--- src/rtl/mrb_pkg.sv ---
package mrb_pkg;
   typedef enum logic [1:0] {
      SEL_NONE = 2'd0,
      SEL_CTRL = 2'd1,
      SEL_MASK = 2'd2,
      SEL_STAT = 2'd3
   } reg_sel_e;

   typedef struct packed {
      logic rd_start;
      logic rd_end;
      logic wr_commit;
   } bus_ev_t;
endpackage

--- src/rtl/mrb_sync.sv ---
module mrb_sync #(
   parameter int W      = 1,
   parameter int STAGES = 2
) (
   input  logic         clk,
   input  logic         rst_n,
   input  logic [W-1:0] d,
   output logic [W-1:0] q
);
   logic [STAGES-1:0][W-1:0] chain;

   always_ff @(posedge clk or negedge rst_n) begin
      if (!rst_n) chain <= '0;
      else        chain <= {chain[STAGES-2:0], d};
   end

   assign q = chain[STAGES-1];
endmodule

--- src/rtl/mrb_strobe_ctrl.sv ---
module mrb_strobe_ctrl
   import mrb_pkg::*;
#(
   parameter int DW = 8
) (
   input  logic          clk,
   input  logic          rst_n,
   input  logic          s_ale,
   input  logic          s_cs,
   input  logic          s_rd,
   input  logic          s_wr,
   input  logic [DW-1:0] s_bus,
   output logic [DW-1:0] addr,
   output logic          rd_act,
   output bus_ev_t       ev,
   output logic [DW-1:0] wdata
);
   logic ale_q, rd_q, wr_q;
   logic wr_act;

   assign rd_act = s_rd & s_cs & ~s_wr & ~s_ale;
   assign wr_act = s_wr & s_cs & ~s_rd & ~s_ale;

   always_ff @(posedge clk or negedge rst_n) begin
      if (!rst_n) begin
         ale_q <= 1'b0;
         rd_q  <= 1'b0;
         wr_q  <= 1'b0;
         addr  <= '0;
      end else begin
         ale_q <= s_ale;
         rd_q  <= rd_act;
         wr_q  <= wr_act;
         if (ale_q && !s_ale) addr <= s_bus;
      end
   end

   assign ev.rd_start  = rd_act & ~rd_q;
   assign ev.rd_end    = ~rd_act & rd_q;
   assign ev.wr_commit = ~wr_act & wr_q;
   assign wdata        = s_bus;

   AST_NO_RD_WR_OVERLAP: assert property (@(posedge clk) disable iff (!rst_n)
      ev.wr_commit |-> !rd_q);
endmodule

--- src/rtl/mrb_regfile.sv ---
module mrb_regfile
   import mrb_pkg::*;
#(
   parameter int          DW        = 8,
   parameter logic [DW-1:0] CTRL_ADDR = 8'h01,
   parameter logic [DW-1:0] MASK_ADDR = 8'h02,
   parameter logic [DW-1:0] STAT_ADDR = 8'h03,
   parameter logic [DW-1:0] CTRL_RST  = 8'h80,
   parameter bit          IRQ_REG   = 1'b1
) (
   input  logic          clk,
   input  logic          rst_n,
   input  logic [DW-1:0] addr,
   input  bus_ev_t       ev,
   input  logic [DW-1:0] wdata,
   input  logic [DW-1:0] evt_in,
   output logic [DW-1:0] ctrl,
   output logic [DW-1:0] rdata,
   output logic          irq
);
   reg_sel_e      sel;
   logic [DW-1:0] mask, stat, cur_val;
   logic          clr_stb;

   always_comb begin
      if      (addr == CTRL_ADDR) sel = SEL_CTRL;
      else if (addr == MASK_ADDR) sel = SEL_MASK;
      else if (addr == STAT_ADDR) sel = SEL_STAT;
      else                        sel = SEL_NONE;
   end

   always_comb begin
      unique case (sel)
         SEL_CTRL: cur_val = ctrl;
         SEL_MASK: cur_val = mask;
         SEL_STAT: cur_val = stat;
         default:  cur_val = '0;
      endcase
   end

   assign clr_stb = ev.rd_end && (sel == SEL_STAT);

   always_ff @(posedge clk or negedge rst_n) begin
      if (!rst_n) begin
         ctrl  <= CTRL_RST;
         mask  <= '0;
         stat  <= '0;
         rdata <= '0;
      end else begin
         if (ev.rd_start) rdata <= cur_val;
         if (ev.wr_commit && sel == SEL_CTRL) ctrl <= wdata;
         if (ev.wr_commit && sel == SEL_MASK) mask <= wdata;
         if (clr_stb) stat <= (stat & ~rdata) | evt_in;
         else         stat <= stat | evt_in;
      end
   end

   generate
      if (IRQ_REG) begin : g_irq_ff
         logic irq_r;
         always_ff @(posedge clk or negedge rst_n) begin
            if (!rst_n) irq_r <= 1'b0;
            else        irq_r <= |(stat & mask);
         end
         assign irq = irq_r;
      end else begin : g_irq_comb
         assign irq = |(stat & mask);
      end
   endgenerate

   AST_STAT_STICKY: assert property (@(posedge clk) disable iff (!rst_n)
      (|($past(stat) & ~stat)) |-> $past(clr_stb));
   AST_EVT_SETS: assert property (@(posedge clk) disable iff (!rst_n)
      (|evt_in) |=> ((stat & $past(evt_in)) == $past(evt_in)));
   AST_STAT_NO_WRITE: assert property (@(posedge clk) disable iff (!rst_n)
      (ev.wr_commit && sel == SEL_STAT) |=> (stat == ($past(stat) | $past(evt_in))));
   AST_CTRL_HOLD: assert property (@(posedge clk) disable iff (!rst_n)
      !(ev.wr_commit && sel == SEL_CTRL) |=> $stable(ctrl));
endmodule

--- src/rtl/mux_regbus.sv ---
module mux_regbus
   import mrb_pkg::*;
#(
   parameter int            DW          = 8,
   parameter int            SYNC_STAGES = 2,
   parameter logic [DW-1:0] CTRL_ADDR   = 8'h01,
   parameter logic [DW-1:0] MASK_ADDR   = 8'h02,
   parameter logic [DW-1:0] STAT_ADDR   = 8'h03,
   parameter logic [DW-1:0] CTRL_RST    = 8'h80,
   parameter bit            IRQ_REG     = 1'b1
) (
   input  logic          clk,
   input  logic          rst_n,
   input  logic          ale,
   input  logic          cs_n,
   input  logic          rd_n,
   input  logic          wr_n,
   input  logic [DW-1:0] ad_in,
   output logic [DW-1:0] ad_out,
   output logic          ad_oe,
   input  logic [DW-1:0] evt_in,
   output logic [DW-1:0] ctrl_q,
   output logic          irq_n
);
   localparam int NSTB = 4;

   generate
      if (SYNC_STAGES < 2) begin : g_bad_sync
         $error("SYNC_STAGES must be at least 2");
      end
      if (CTRL_ADDR == MASK_ADDR || CTRL_ADDR == STAT_ADDR || MASK_ADDR == STAT_ADDR) begin : g_bad_map
         $error("register addresses must be distinct");
      end
      if (DW < 1) begin : g_bad_dw
         $error("DW must be positive");
      end
   endgenerate

   logic [NSTB-1:0] stb_raw, stb_s;
   logic [DW-1:0]   bus_s, addr, wdata, rdata;
   logic            s_ale, s_cs, s_rd, s_wr, rd_act, oe_q, irq;
   bus_ev_t         ev;

   assign stb_raw = {ale, ~cs_n, ~rd_n, ~wr_n};
   assign {s_ale, s_cs, s_rd, s_wr} = stb_s;

   mrb_sync #(.W(NSTB), .STAGES(SYNC_STAGES)) u_sync_stb (
      .clk(clk), .rst_n(rst_n), .d(stb_raw), .q(stb_s));

   mrb_sync #(.W(DW), .STAGES(SYNC_STAGES)) u_sync_bus (
      .clk(clk), .rst_n(rst_n), .d(ad_in), .q(bus_s));

   mrb_strobe_ctrl #(.DW(DW)) u_ctrl (
      .clk(clk), .rst_n(rst_n),
      .s_ale(s_ale), .s_cs(s_cs), .s_rd(s_rd), .s_wr(s_wr), .s_bus(bus_s),
      .addr(addr), .rd_act(rd_act), .ev(ev), .wdata(wdata));

   mrb_regfile #(
      .DW(DW), .CTRL_ADDR(CTRL_ADDR), .MASK_ADDR(MASK_ADDR),
      .STAT_ADDR(STAT_ADDR), .CTRL_RST(CTRL_RST), .IRQ_REG(IRQ_REG)
   ) u_regs (
      .clk(clk), .rst_n(rst_n), .addr(addr), .ev(ev), .wdata(wdata),
      .evt_in(evt_in), .ctrl(ctrl_q), .rdata(rdata), .irq(irq));

   always_ff @(posedge clk or negedge rst_n) begin
      if (!rst_n) oe_q <= 1'b0;
      else        oe_q <= rd_act;
   end

   assign ad_oe  = oe_q;
   assign ad_out = rdata;
   assign irq_n  = ~irq;

   AST_OE_NEEDS_CS: assert property (@(posedge clk) disable iff (!rst_n)
      ad_oe |-> $past(s_cs && !s_ale));
   AST_OE_NEEDS_RD: assert property (@(posedge clk) disable iff (!rst_n)
      ad_oe |-> $past(s_rd && !s_wr));
endmodule

--- config.mk ---
export PLATFORM = sky130hd
export DESIGN_NAME = mux_regbus
export DESIGN_NICKNAME = d
export VERILOG_FILES = /design/src/rtl/mrb_pkg.sv /design/src/rtl/mrb_sync.sv /design/src/rtl/mrb_strobe_ctrl.sv /design/src/rtl/mrb_regfile.sv /design/src/rtl/mux_regbus.sv
export SDC_FILE = /design/constraint.sdc
export NUM_CORES = 1
export LEC_CHECK = 0
export BUFFER_PORTS_ARGS = -buffer_cell sky130_fd_sc_hd__buf_2
export CAP_MARGIN = 15
export CORE_MARGIN = 10
export CORE_UTILIZATION = 45
export CTS_CLUSTER_SIZE = 8
export DETAILED_ROUTE_END_ITERATION = 10
export PLACE_DENSITY = 0.77
export SLEW_MARGIN = 25
export SYNTH_ARGS = -nofsm -noshare
export SYNTH_HDL_FRONTEND = slang
export SYNTH_HIERARCHICAL = 1
export SYNTH_SLANG_ARGS = --single-unit
--- constraint.sdc ---
create_clock -name clk -period 1.49 [get_ports clk]
set_input_delay 0.2235 -clock clk [delete_from_list [all_inputs] [get_ports clk]]
set_output_delay 0.2235 -clock clk [all_outputs]
set_load 0.01 [all_outputs]
==> run metrics, run 1 <==
cell accounting for the most synthesized area dfrtp_1; Worst-Skew Late Latency 0.35 ns; # rows 28; DP Wirelength ~3700 um; crit path max fanout 8; Fill cells around 500; Synth Warn # 6; Inst Count DP 293; Vias/cell 5.068; diodes inserted 0; largest net degree at the start of global routing 70; wire length per cell 17.07 um; final RePlAce weighted congestion just under 0.8; fin. max-slew vios 0; Finished Cell Area between 3000 and 4000 sq um; sequential element share of the synthesized area 62.46%; GRT Overall Usage roughly an eighth; GR Util met3 5.004%; Layout Nets 265; initial DRC count 70; Initial Util 46.45%; Synth Flop Type dfrtp_1; clk sinks 69; Post-Synthesis Cells 192; Vias 1637; Synth top area share approximately 62%; clk_skew between 0.009 and 0.01 ns; vias in the first global route 1795; first drt pass iteration count 4; Clk pin slew, worst setup/hold paths 0.07 ns; Worst-Margin Slew around 0.43 ns; Layout Cells excl Fill around 320; CTS Buf Count 9; setup violators final 4; flip-flop and latch area 1728 sq um; Longest Clk Path Bufs 2; share of cells above drive strength 1 46.77%; total core area 5956 sq um; initial antenna violation count 0; clk root buf clkbuf_8; register bit total from synthesis 69; most frequent cells after synthesis dfrtp_1 (68), mux2_2 (23), buf_4 (20), a22oi_1 (12), inv_1 (12); Slew HR 71.53%; CP endpoint kind flop; CTS tree built; Fin. Hold Viols 0; port bufs 39; Setup crit start kind flop; EDFF count, synth 0; Die W 98.41 um; Worst EP arrival 1.74 ns; Post-Syn Nets around 210; mapped cell area 2766 sq um; Antenna Nets Post-Route 0; RSZ-0062 raised after global routing yes; die area between 9000 and 10000 sq um; Peak VDD IR 863.6 uV; Util after Layout 57.61%; H-Tree Depth 3; Synth cell types 21; Peak Freq 661.0 MHz; hold_ws roughly 0.053 ns; most instantiated library cell after synthesis dfrtp_1; gr busiest metal met2; Routed WL between 5000 and 6000 um; Critical Path RT around 1.7 ns; post-route minimum period approximately 1.5 ns; first-pass GRT wire length between 9000 and 10000 um; met2 Use GR 18.51%; Ports 40; period utilization 101.5%; Max-Cap Viols 0; Syn Area/Cell 14.41 sq um; final worst slack -0.02284 ns; status finished, violations left; Crit Path Category reg2reg; Power Dens Cells 1241 nW/um^2; Die Ht 98.41 um; Final TNS setup -0.03367 ns; Residual DRC 0; Area growth, synth to finish 24.02%; Area contributors post-synth dfrtp_1 (62%), mux2_2 (9.4%), buf_4 (5.4%); Pleak ~1.6 nW; FFs w/ async S/R, synth 100.0%; met1 usage 14.18%; area occupied by multi-input gates about 860 sq um; violated checks negative setup slack; worst min-delay path class in2reg; DP Area 3008 sq um; grt ovf 0
[cell type report]
type / count / share of cell area, %
Clock inverter: 5 / 3.136
Inverter: 12 / 1.313
Tap cell: 75 / 2.735
Clock buffer: 11 / 3.829
Timing Repair Buffer: 68 / 13.57
Multi-Input combinational cell: 83 / 25.05
Sequential cell: 69 / 50.36
[worst paths after layout]
path                            cells after the start                            end                     startpoint  slack (ns)
worst max-delay path                                4     u_regs/mask[4]$_DFFE_PN0P_      u_sync_stb/q[3]$_DFF_PN0_       -0.02
worst min-delay path                                2       u_regs/stat[6]$_DFF_PN0_                      evt_in[6]        0.05
worst max register to register                      4     u_regs/mask[4]$_DFFE_PN0P_      u_sync_stb/q[3]$_DFF_PN0_       -0.02
worst min register to register                      0      u_sync_bus/q[6]$_DFF_PN0_  u_sync_bus/chain[6]$_DFF_PN0_        0.34
max in group asynchronous                           3     u_regs/ctrl[7]$_DFFE_PN1P_                          rst_n        0.75
min in group asynchronous                           3  u_sync_bus/chain[7]$_DFF_PN0_                          rst_n        0.43
[through the flow]
stage / total power [mW] / worst slack, ns
finish: 4.258 / -0.02284
global route: 4.455 / -0.1301
CTS: 4.291 / -0.02533
detailed placement: 2.450 / -0.03382
global placement: 2.437 / 0.02042
floorplan: 2.316 / -0.01720
[per-layer routing]
| metal | up-vias | wire [um] |
|---|---|---|
| met5 | - | 0 |
| met4 | 0 | 82 |
| met3 | 8 | 304 |
| met2 | 42 | 2734 |
| met1 | 822 | 2390 |
| li1 | 765 | - |
[state kept, by name, summed over array words and instances, names as in the netlist, 4 cells and up]
register,flops
u_regs/mask,8
u_sync_stb/q,4
u_regs/ctrl,8
u_ctrl/addr,8
u_regs/rdata,8
u_sync_bus/chain,8
u_sync_stb/chain,4
u_regs/stat,8
u_sync_bus/q,8
[timing repair]
action,CTS,global route
gates resized for setup,2,7
setup endpoints to repair,19,32
setup buffers,0,1
hold endpoints to repair,80,0
pin swaps,1,20
hold buffers,13,0
[power breakdown]
group	total (mW)	internal [mW]	switching, mW
registers	2.02	1.96	0.0621
logic	0.438	0.232	0.206
clock network	1.80	1.12	0.678
[cell families (layout without fill, tap and decap cells)]
family / count (synthesis) / after routing / share of synthesized area [%]
AO/OA/AOI/OAI: 29 / 29 / 7.779
buffers and inverters: 40 / 96 / 8.865
flip-flops: 69 / 69 / 62.46
multiplexers: 32 / 32 / 14.25
AND/OR/NAND/NOR: 22 / 22 / 6.648
[critical path: stages (launching register included)]
cell,delay (ns)
dfrtp_1,0.37
and4bb_2,0.26
nor2b_4,0.19
nand4_4,0.22
mux2_4,0.35
[placed cells by master, fill, tap and decap left out, types with 4 or more instances in the layout]
cell type | Yosys | routed
buf_2 | 4 | 39
mux2_4 | 9 | 9
a21o_1 | 8 | 8
o22ai_2 | 0 | 5
nand4_1 | 9 | 9
mux2_2 | 23 | 23
a22oi_1 | 12 | 12
inv_1 | 12 | 12
dfrtp_1 | 68 | 68
clkbuf_8 | 0 | 9
buf_4 | 20 | 13
dlygate4sd3_1 | 0 | 13
nor2b_1 | 6 | 4
(Power assumes the default switching activity.)
==> run 2: changes to the inputs <==
- BUFFER_PORTS_ARGS: -buffer_cell sky130_fd_sc_hd__buf_2 -> unset
- DONT_BUFFER_PORTS: unset -> 1
- GPL_TIMING_DRIVEN: unset -> 0
- PLACE_DENSITY: 0.77 -> 0.71
==> run 2 against run 1 <==
Compared with the run above:
- the flow finishes with violations (negative hold slack, negative setup slack)
- via count fell by 2.6%
- clock-buffer cell count did not move
- core utilization fell by 0.29 points
- highest routed layer unchanged
- cell area fell by 0.51%
- die area did not move
- cell count fell by 5.9%
- non-clock buffer count fell by 19
- power rose by 0.97%
- clock skew fell by 0.00097 ns
- critical path depth did not move
- first-iteration DRC count fell by 14%
- global-route usage fell by 0.66 points
==> run metrics, run 2 (synthesized netlist as in run 1, its figures left out) <==
die area 9684 sq um; Power Dens Cells 1259 nW/um^2; final worst slack -0.07590 ns; CTS Buf Count 9; Die Ht about 100 um; clk_skew 0.008127 ns; Residual DRC 0; RSZ-0062 raised after global routing yes; total core area 5956 sq um; Critical Path RT 1.71 ns; Worst path top cell family by delay simple AND/OR/NAND/NOR gates; Vias 1594; Ports 40; period utilization 105.1%; post-route minimum period ~1.6 ns; Clk pwr share 44.0%; total power between 4 and 5 mW; final RePlAce weighted congestion 0.7366; # rows 28; Antenna Nets Post-Route 0; H-Tree Depth 3; initial antenna violation count 0; Fin. Hold Viols 69; CP bufs+invs 1; Worst-Skew Late Latency 0.34 ns; CTS tree built; CP endpoint kind flop; Util after Layout 57.31%; diodes inserted 0; port bufs 0; most common cell after layout, fill and taps aside dfrtp_1; Seq pwr share 46.9%; commonest cells after routing, fill and taps aside dfrtp_1 (68), mux2_2 (23), buf_4 (22), dlygate4sd3_1 (20); Die W 98.41 um; Vias/cell 5.243; hold-fix buffers at CTS 20; Area growth, synth to finish 23.38%; Worst path slowest cell dfrtp_1; Routed WL 5338 um; hold_ws -0.4277 ns; Setup crit start kind flop; area occupied by multi-input gates 849.6 sq um; clk root buf clkbuf_8; Peak VDD IR around 900 uV; Longest Clk Path Bufs 2; switching power slightly above 900 uW; Slew HR 77.25%; violated checks negative hold slack, negative setup slack; Peak Freq about 640 MHz; setup violators final 21; flip-flop and latch area 1728 sq um; vias in the first global route 1678; status finished, violations left; fin. max-slew vios 0; combinational fraction of design power 9.1%; switching share of power 21.16%; Clk pin slew, worst setup/hold paths about 0.07 ns; largest net degree at the start of global routing 70; internal power 3.389 mW; CP peak stage delay approximately 0.4 ns; first drt pass iteration count 4; wire length per cell 17.56 um; Max-Cap Viols 0; grt ovf 0; Crit Path Category reg2reg; worst min-delay path class in2async; Worst-Margin Slew 0.3412 ns; first-pass GRT wire length 8645 um; DP Wirelength 3426 um; Initial Util a little under half; Fill cells 480; share of cells above drive strength 1 39.30%; GRT Overall Usage 11.29%; Layout Nets 246; Pleak 1.530 nW; CP cell instances nor4_4 > buf_6 > nand4_4 > mux2_4; initial DRC count 60; crit path max fanout 8; clk sinks 69; Worst EP arrival 1.79 ns
[run 2: stage by stage]
stage | hold slack [ns] | instance area [sq um] | setup TNS [ns] | setup WS (ns) | instances
global placement | -0.06954 | 2890 | -3.911 | -0.1827 | 267
global route | -0.4618 | 3413 | -2.887 | -0.1466 | 304
CTS | -0.4476 | 3401 | -1.451 | -0.09860 | 305
finish | -0.4277 | 3413 | -0.9848 | -0.07590 | 304
floorplan | -0.07209 | 2796 | -0.01720 | -0.01720 | 192
detailed placement | -0.06999 | 2890 | -4.630 | -0.2135 | 267
[run 2: final timing paths]
| kind | from | to | slack (ns) | cells after the start |
|---|---|---|---|---|
| worst max-delay path | u_ctrl/addr[2]$_DFFE_PN0P_ | u_regs/mask[4]$_DFFE_PN0P_ | -0.08 | 4 |
| worst max register to register | u_ctrl/addr[2]$_DFFE_PN0P_ | u_regs/mask[4]$_DFFE_PN0P_ | -0.08 | 4 |
| min in group clk | u_sync_bus/chain[7]$_DFF_PN0_ | u_sync_bus/q[7]$_DFF_PN0_ | 0.34 | 0 |
| max in group asynchronous | rst_n | u_regs/ctrl[7]$_DFFE_PN1P_ | 1.74 | 0 |
| worst min-delay path | rst_n | u_regs/stat[5]$_DFF_PN0_ | -0.43 | 0 |
| worst min register to register | u_sync_bus/chain[7]$_DFF_PN0_ | u_sync_bus/q[7]$_DFF_PN0_ | 0.34 | 0 |
[run 2: power by group through the flow]
stage / combinational, mW / sequential, mW / clock, mW
2_1_floorplan: 0.281 / 2.04 / 0
3_3_place_gp: 0.322 / 2.05 / 0
3_5_place_dp: 0.327 / 2.05 / 0
4_1_cts: 0.385 / 2.02 / 1.94
5_1_grt: 0.418 / 2.03 / 2.03
6_report: 0.391 / 2.02 / 1.89
[run 2: layer usage]
| metal | routed length [um] | GRT usage [%] |
|---|---|---|
| met2 | 2520 | 17.10 |
| met4 | 62 | 3.528 |
| met5 | 0 | 0 |
| met3 | 511 | 6.836 |
| met1 | 2243 | 13.02 |
[run 2: cell type report]
| class | instances | area share (%) |
|---|---|---|
| Clock inverter | 5 | 3.116 |
| Sequential cell | 69 | 50.62 |
| Timing Repair Buffer | 26 | 7.515 |
| Multi-Input combinational cell | 83 | 24.89 |
| Clock buffer | 11 | 4.435 |
| Buffer | 23 | 5.352 |
| Tap cell | 75 | 2.749 |
| Inverter | 12 | 1.320 |
[run 2: worst register-to-register path: stages (launching register included)]
cell and delay [ns]:
dfrtp_1 0.41, nor4_4 0.35, buf_6 0.17, nand4_4 0.18, mux2_4 0.34
[run 2: timing repair]
action / 4_1_cts / 5_1_grt
hold endpoints to repair: 89 / 69
pin swaps: 15 / 19
gates cloned: 0 / 0
buffers inserted: 6 / 0
setup endpoints to repair: 32 / 32
gates resized for setup: 10 / 6
